`config.mk`:
```
export PLATFORM = sky130hd
export DESIGN_NAME = ioport_snooper
export DESIGN_NICKNAME = d
export VERILOG_FILES = /design/src/rtl/snoop_pkg.sv /design/src/rtl/snoop_chan.sv /design/src/rtl/snoop_hist_fifo.sv /design/src/rtl/snoop_regs.sv /design/src/rtl/ioport_snooper.sv
export SDC_FILE = /design/constraint.sdc
export NUM_CORES = 1
export LEC_CHECK = 0
export BUFFER_PORTS_ARGS = -buffer_cell sky130_fd_sc_hd__buf_2
export CAP_MARGIN = 25
export CELL_PAD_IN_SITES_DETAIL_PLACEMENT = 1
export CELL_PAD_IN_SITES_GLOBAL_PLACEMENT = 2
export CORE_MARGIN = 8
export CORE_UTILIZATION = 47
export CTS_CLUSTER_SIZE = 20
export DETAILED_ROUTE_END_ITERATION = 7
export GPL_TIMING_DRIVEN = 0
export PLACE_DENSITY_LB_ADDON = 0.2
export SYNTH_ARGS = -nofsm -noshare
export SYNTH_HDL_FRONTEND = slang
export SYNTH_SLANG_ARGS = --single-unit
```
`constraint.sdc`:
```
create_clock -name clk -period 7.75 [get_ports clk]
set_clock_uncertainty 0.05 [all_clocks]
set_input_delay 1.55 -clock clk [delete_from_list [all_inputs] [get_ports clk]]
set_output_delay 1.55 -clock clk [all_outputs]
set_load 0.005 [all_outputs]
```
`src/rtl/snoop_pkg.sv`:
```
package snoop_pkg;
  localparam int NUM_CH = 2;
  localparam int PORT_W = 16;
  localparam int BYTE_W = 8;
  localparam int REG_W  = 32;

  typedef enum logic [1:0] {
    SEL_CTRL = 2'd0,
    SEL_STAT = 2'd1,
    SEL_PORT = 2'd2,
    SEL_DATA = 2'd3
  } reg_sel_e;
endpackage

```
`src/rtl/snoop_chan.sv`:
```
module snoop_chan #(
  parameter int PORT_W = 16,
  parameter int BYTE_W = 8
) (
  input  logic              clk,
  input  logic              rst_n,
  input  logic              cap_en,
  input  logic [PORT_W-1:0] port_addr,
  input  logic              wr_stb,
  input  logic [PORT_W-1:0] wr_addr,
  input  logic [BYTE_W-1:0] wr_data,
  input  logic              clr,
  output logic              hit,
  output logic [BYTE_W-1:0] latest,
  output logic              status
);
  assign hit = wr_stb && cap_en && (wr_addr == port_addr);

  always_ff @(posedge clk) begin
    if (!rst_n) begin
      latest <= '0;
      status <= 1'b0;
    end else begin
      if (hit) latest <= wr_data;
      status <= hit | (status & ~clr);
    end
  end

  p_status_on_hit_r4: assert property (@(posedge clk) disable iff (!rst_n)
    hit |=> status);
  p_clear_r4: assert property (@(posedge clk) disable iff (!rst_n)
    (clr && !hit) |=> !status);
  p_capture_wins_r5: assert property (@(posedge clk) disable iff (!rst_n)
    (hit && clr) |=> status);
  p_disabled_hold_r9: assert property (@(posedge clk) disable iff (!rst_n)
    !cap_en |=> $stable(latest));
endmodule

```
`src/rtl/snoop_hist_fifo.sv`:
```
module snoop_hist_fifo #(
  parameter int DEPTH = 16,
  parameter int W     = 8
) (
  input  logic         clk,
  input  logic         rst_n,
  input  logic         push,
  input  logic [W-1:0] push_data,
  input  logic         pop_ready,
  output logic         out_valid,
  output logic [W-1:0] out_data
);
  localparam int AW = (DEPTH > 1) ? $clog2(DEPTH) : 1;
  localparam int CW = $clog2(DEPTH + 1);

  logic [W-1:0]  mem [DEPTH];
  logic [AW-1:0] rd_ptr, wr_ptr;
  logic [CW-1:0] count;
  logic          full, do_pop;

  function automatic logic [AW-1:0] nxt(input logic [AW-1:0] p);
    return (p == AW'(DEPTH - 1)) ? '0 : p + 1'b1;
  endfunction

  assign full      = (count == CW'(DEPTH));
  assign out_valid = (count != '0);
  assign do_pop    = out_valid && pop_ready;
  assign out_data  = mem[rd_ptr];

  always_ff @(posedge clk) begin
    if (push) mem[wr_ptr] <= push_data;
  end

  always_ff @(posedge clk) begin
    if (!rst_n) begin
      rd_ptr <= '0;
      wr_ptr <= '0;
      count  <= '0;
    end else begin
      if (push) wr_ptr <= nxt(wr_ptr);
      if (do_pop || (push && full)) rd_ptr <= nxt(rd_ptr);
      if (push && !do_pop && !full) count <= count + 1'b1;
      else if (do_pop && !push)     count <= count - 1'b1;
    end
  end

  p_no_overflow_r8: assert property (@(posedge clk) disable iff (!rst_n)
    count <= CW'(DEPTH));
  p_drop_keeps_full_r8: assert property (@(posedge clk) disable iff (!rst_n)
    (full && push && !do_pop) |=> full);
  p_pop_push_full_r10: assert property (@(posedge clk) disable iff (!rst_n)
    (full && push && do_pop) |=> full);
  p_push_not_empty_r7: assert property (@(posedge clk) disable iff (!rst_n)
    push |=> out_valid);
endmodule

```
`src/rtl/snoop_regs.sv`:
```
module snoop_regs
  import snoop_pkg::*;
(
  input  logic             clk,
  input  logic             rst_n,
  input  logic             cfg_we,
  input  logic [1:0]       cfg_sel,
  input  logic [REG_W-1:0] cfg_wdata,
  output logic [2*NUM_CH-1:0]      ctrl,
  output logic [NUM_CH*PORT_W-1:0] ports,
  output logic [NUM_CH-1:0]        clr
);
  always_ff @(posedge clk) begin
    if (!rst_n) begin
      ctrl  <= '0;
      ports <= '0;
    end else if (cfg_we) begin
      if (cfg_sel == SEL_CTRL) ctrl  <= cfg_wdata[2*NUM_CH-1:0];
      if (cfg_sel == SEL_PORT) ports <= cfg_wdata[NUM_CH*PORT_W-1:0];
    end
  end

  assign clr = (cfg_we && cfg_sel == SEL_STAT) ? cfg_wdata[NUM_CH-1:0] : '0;
endmodule

```
`src/rtl/ioport_snooper.sv`:
```
module ioport_snooper
  import snoop_pkg::*;
#(
  parameter int HIST_DEPTH = 16
) (
  input  logic        clk,
  input  logic        rst_n,
  input  logic        io_wr_stb,
  input  logic [15:0] io_wr_addr,
  input  logic [7:0]  io_wr_data,
  input  logic        cfg_we,
  input  logic [1:0]  cfg_sel,
  input  logic [31:0] cfg_wdata,
  output logic [31:0] cfg_rdata,
  output logic        irq,
  output logic [1:0]  hist_valid,
  input  logic [1:0]  hist_ready,
  output logic [15:0] hist_data
);
  logic [2*NUM_CH-1:0]      ctrl;
  logic [NUM_CH*PORT_W-1:0] ports;
  logic [NUM_CH-1:0]        clr, hit, status, int_en;
  logic [NUM_CH*BYTE_W-1:0] latest;

  snoop_regs u_regs (
    .clk, .rst_n, .cfg_we, .cfg_sel, .cfg_wdata,
    .ctrl, .ports, .clr
  );

  for (genvar c = 0; c < NUM_CH; c++) begin : g_ch
    assign int_en[c] = ctrl[2*c+1];

    snoop_chan #(.PORT_W(PORT_W), .BYTE_W(BYTE_W)) u_chan (
      .clk, .rst_n,
      .cap_en    (ctrl[2*c]),
      .port_addr (ports[c*PORT_W +: PORT_W]),
      .wr_stb    (io_wr_stb),
      .wr_addr   (io_wr_addr),
      .wr_data   (io_wr_data),
      .clr       (clr[c]),
      .hit       (hit[c]),
      .latest    (latest[c*BYTE_W +: BYTE_W]),
      .status    (status[c])
    );

    snoop_hist_fifo #(.DEPTH(HIST_DEPTH), .W(BYTE_W)) u_hist (
      .clk, .rst_n,
      .push      (hit[c]),
      .push_data (io_wr_data),
      .pop_ready (hist_ready[c]),
      .out_valid (hist_valid[c]),
      .out_data  (hist_data[c*BYTE_W +: BYTE_W])
    );
  end

  assign irq = |(status & int_en);

  always_comb begin
    cfg_rdata = '0;
    case (reg_sel_e'(cfg_sel))
      SEL_CTRL: cfg_rdata[2*NUM_CH-1:0]      = ctrl;
      SEL_STAT: cfg_rdata[NUM_CH-1:0]        = status;
      SEL_PORT: cfg_rdata[NUM_CH*PORT_W-1:0] = ports;
      SEL_DATA: cfg_rdata[NUM_CH*BYTE_W-1:0] = latest;
      default:  cfg_rdata = '0;
    endcase
  end

  p_irq_ch0_r6: assert property (@(posedge clk) disable iff (!rst_n)
    (hit[0] && int_en[0] && !(cfg_we && cfg_sel == SEL_CTRL)) |=> irq);
  p_irq_ch1_r6: assert property (@(posedge clk) disable iff (!rst_n)
    (hit[1] && int_en[1] && !(cfg_we && cfg_sel == SEL_CTRL)) |=> irq);
  p_irq_quiet_r6: assert property (@(posedge clk) disable iff (!rst_n)
    (status == '0) |-> !irq);
  p_reset_quiet_r1: assert property (@(posedge clk)
    $past(!rst_n) |-> (status == '0 && hist_valid == '0));
endmodule

```
==> metrics.txt <==
relative contribution of sequential cells to total power 0.447; Critical Path Sink cfg_rdata[11]; setup repair after global routing missed its margin false; Post-Synthesis Net Count 1078; summed area of non-filler cells in the final layout 17000 µm²; antenna-violating nets left 0; CTS sink cnt 344; Final TNS setup 0 ns; post-layout util 0.554; dpl cell area 15700 µm²; clock tree from TritonCTS yes; clock group share of total power 0.387; DR iter-0 viols 474; fin. max-slew vios 0; final total power 0.00461 W; part of the cycle the worst path needs 0.609; final setup violating endpoints 0; Worst Reg2Reg Path Length in Cells 12; total wirelength of the detailed-routed design 37100 µm; final hold violations 0; Post-Synthesis Cells 996; # diodes 0; synthesized cell area 14600 µm²; number of enable-type register cells in the synthesized netlist 256; mean instance size in the synthesized netlist 14.7 µm²; cell internal power dissipation 0.00345 W; worst reg2reg path startpoint u_regs.ports[6]; post-synthesis cell type count 57; clock period minus worst slack 4.72 ns; most common library cell in the layout ignoring fill and taps edfxtp_1; global-route wire length before repair 57400 µm; maximum clock insertion buffer count 3; Total Nets Final 1236; buffer count from post-CTS setup fixing 0; via count of the first global-routing pass 9557; total leakage power 5.75 nW; kind of capture point of the worst setup path primary output; pin count of the biggest net entering global routing 35; initial core utilization 0.477; die area 37000 µm²; Yosys warnings 0; master cell of the clock root buffer clkbuf_16; clock slew at the register clock pins of the worst setup and hold paths 0.06 ns; worst setup slack after placement 2.64 ns; cell area power density 272 nW/µm²; fraction of power spent switching nets 0.252; Max-slew headroom 0.349; Post-DP HPWL 26100 µm; CTS hold repair buffers 0; Crit path arrival time 3.12 ns; r2r setup slk 4.02 ns; setup slack after layout 3.03 ns; slew at the pin with the worst max-slew slack 0.973 ns; crit-path max FO 10; Post-synth top flop edfxtp_1; proportion of synthesized flip-flops having asynchronous set or reset 0; max-cap violations 0; worst setup path class primary input to primary output; via count 8776; status finished, final reports clean; Comb power frac 0.166; GR Overflow Total 0; startpoint kind of the worst setup timing path primary input; initial antenna violation count 1; register bit count reported by yosys 344; Port Buf Inserts 111; sequential share of the synthesized area 0.647; maximum VDD drop 0.156 mV; path type of the worst min-delay path flip-flop to flip-flop; launch point of the worst path cfg_sel[0]; CTS Buf Count 38; H-tree depth 2; number of search-and-repair iterations in the first detailed-routing pass 5; fraction of layout cells with a size suffix above 1 0.236; # IOs 115; CTS-repair resized insts 0; final estimated routing congestion in global placement 0.780; commonest cells after routing, fill and taps aside edfxtp_1, nand2_1, buf_2; clock latency at the later pin of the worst-skew pair 0.52 ns; overall routing resource usage 0.204; height of the chip 192 µm; wire length per cell after detailed routing 23.5 µm; drt via density 5.55; area of the core region 30600 µm²; maximum operating frequency 212 MHz; row count 64; chip width 192 µm; count of fill cells added during filler insertion 2993; required time of the critical path 6.15 ns; DR DRC count 0; signed area change from the synthesized netlist to the final layout 16.1%; net switching power figure 0.00116 W; Critical R2R Capture g_ch[0].u_hist.count[4]
cell usage after synthesis, types with 4 or more instances:
library cell	instances	share of area
edfxtp_1	256	0.53
nand2_1	152	0.039
dfxtp_1	88	0.12
mux4_2	82	0.13
a21oi_1	70	0.024
clkbuf_1	42	0.011
nor2_1	32	0.0082
mux2i_1	31	0.021
and2_1	22	0.0094
nor2b_1	18	0.0077
xnor2_1	18	0.011
xor2_1	18	0.011
ha_1	16	0.014
and3_1	13	0.0056
nand3_1	13	0.0045
nor3_1	12	0.0041
inv_1	9	0.0023
nor4_1	9	0.0039
o21ai_0	9	0.0031
nand2b_1	8	0.0034
buf_2	7	0.0024
buf_1	5	0.0013
nand4_1	5	0.0021
or3_1	5	0.0021
a21o_1	4	0.0021
buf_4	4	0.0021
mux2_2	4	0.0031
or4_1	4	0.0021
metal layers:
| layer | global-route usage | vias to the layer above | part of all wire |
|---|---|---|---|
| met5 | 0 | - | 0.00027 |
| met4 | 0.0476 | 2 | 0.016 |
| met3 | 0.0428 | 47 | 0.056 |
| met2 | 0.338 | 235 | 0.48 |
| met1 | 0.274 | 4411 | 0.44 |
| li1 | - | 4081 | - |
metrics by stage:
step	std cells	hold slack, ns
global placement	1503	0.395
CTS	1580	0.415
global route	1580	0.430
detailed placement	1510	0.400
floorplan	996	0.378
finish	1580	0.411
registers in the layout, summed over array words and instances, names as in the netlist, named ones only:
register and count:
g_ch.u_hist.wr_ptr 8, g_ch.u_hist.rd_ptr 8, u_regs.ports 32, g_ch.u_chan.status 2, g_ch.u_hist.count 10, u_regs.ctrl 4
g_ch.u_hist.mem 256, g_ch.u_chan.latest 16
area by class of cell:
type                            instances  area (µm²)  area share
Buffer                                 59         253      0.0149
Clock buffer                           46        1000      0.0591
Clock inverter                         24         244      0.0144
Inverter                                9        33.8     0.00199
Multi-Input combinational cell        584        4880       0.288
Sequential cell                       344        9450       0.557
Tap cell                              396         495      0.0292
Timing Repair Buffer                  118         601      0.0354
how the worst min path moves through the flow:
stage / start / to / slack (ns) / cells past startpoint
6_report: g_ch[0].u_chan.latest[5] / g_ch[0].u_chan.latest[5] / 0.41 / 2
5_1_grt: g_ch[0].u_chan.latest[5] / g_ch[0].u_chan.latest[5] / 0.43 / 2
4_1_cts: g_ch[0].u_chan.latest[5] / g_ch[0].u_chan.latest[5] / 0.41 / 2
3_5_place_dp: g_ch[1].u_chan.latest[2] / g_ch[1].u_chan.latest[2] / 0.40 / 2
3_3_place_gp: g_ch[0].u_chan.latest[5] / g_ch[0].u_chan.latest[5] / 0.39 / 2
2_1_floorplan: g_ch[0].u_chan.latest[2] / g_ch[0].u_chan.latest[2] / 0.38 / 2
cell families after synthesis:
logic type | synth area share
flip-flops | 0.647
AND/OR/NAND/NOR | 0.100
multiplexers | 0.152
AO/OA/AOI/OAI | 0.0429
buffers and inverters | 0.0196
XOR/XNOR | 0.0216
adder cells (fa/ha/maj) | 0.0165
power by group through the flow:
| stage | clock [W] | sequential [W] | combinational (W) |
|---|---|---|---|
| finish | 0.00178 | 0.00206 | 0.000764 |
| global route | 0.00188 | 0.00207 | 0.000840 |
| CTS | 0.00182 | 0.00206 | 0.000783 |
| detailed placement | 0 | 0.00210 | 0.000778 |
| global placement | 0 | 0.00210 | 0.000762 |
| floorplan | 0 | 0.00208 | 0.000547 |
critical path, stage by stage:
cell	delay [ns]
clkbuf_1	0.44
clkbuf_1	0.59
mux2i_1	0.16
nor2b_1	0.23
buf_2	0.16
Note: power is estimated with default switching activity, not from simulation.
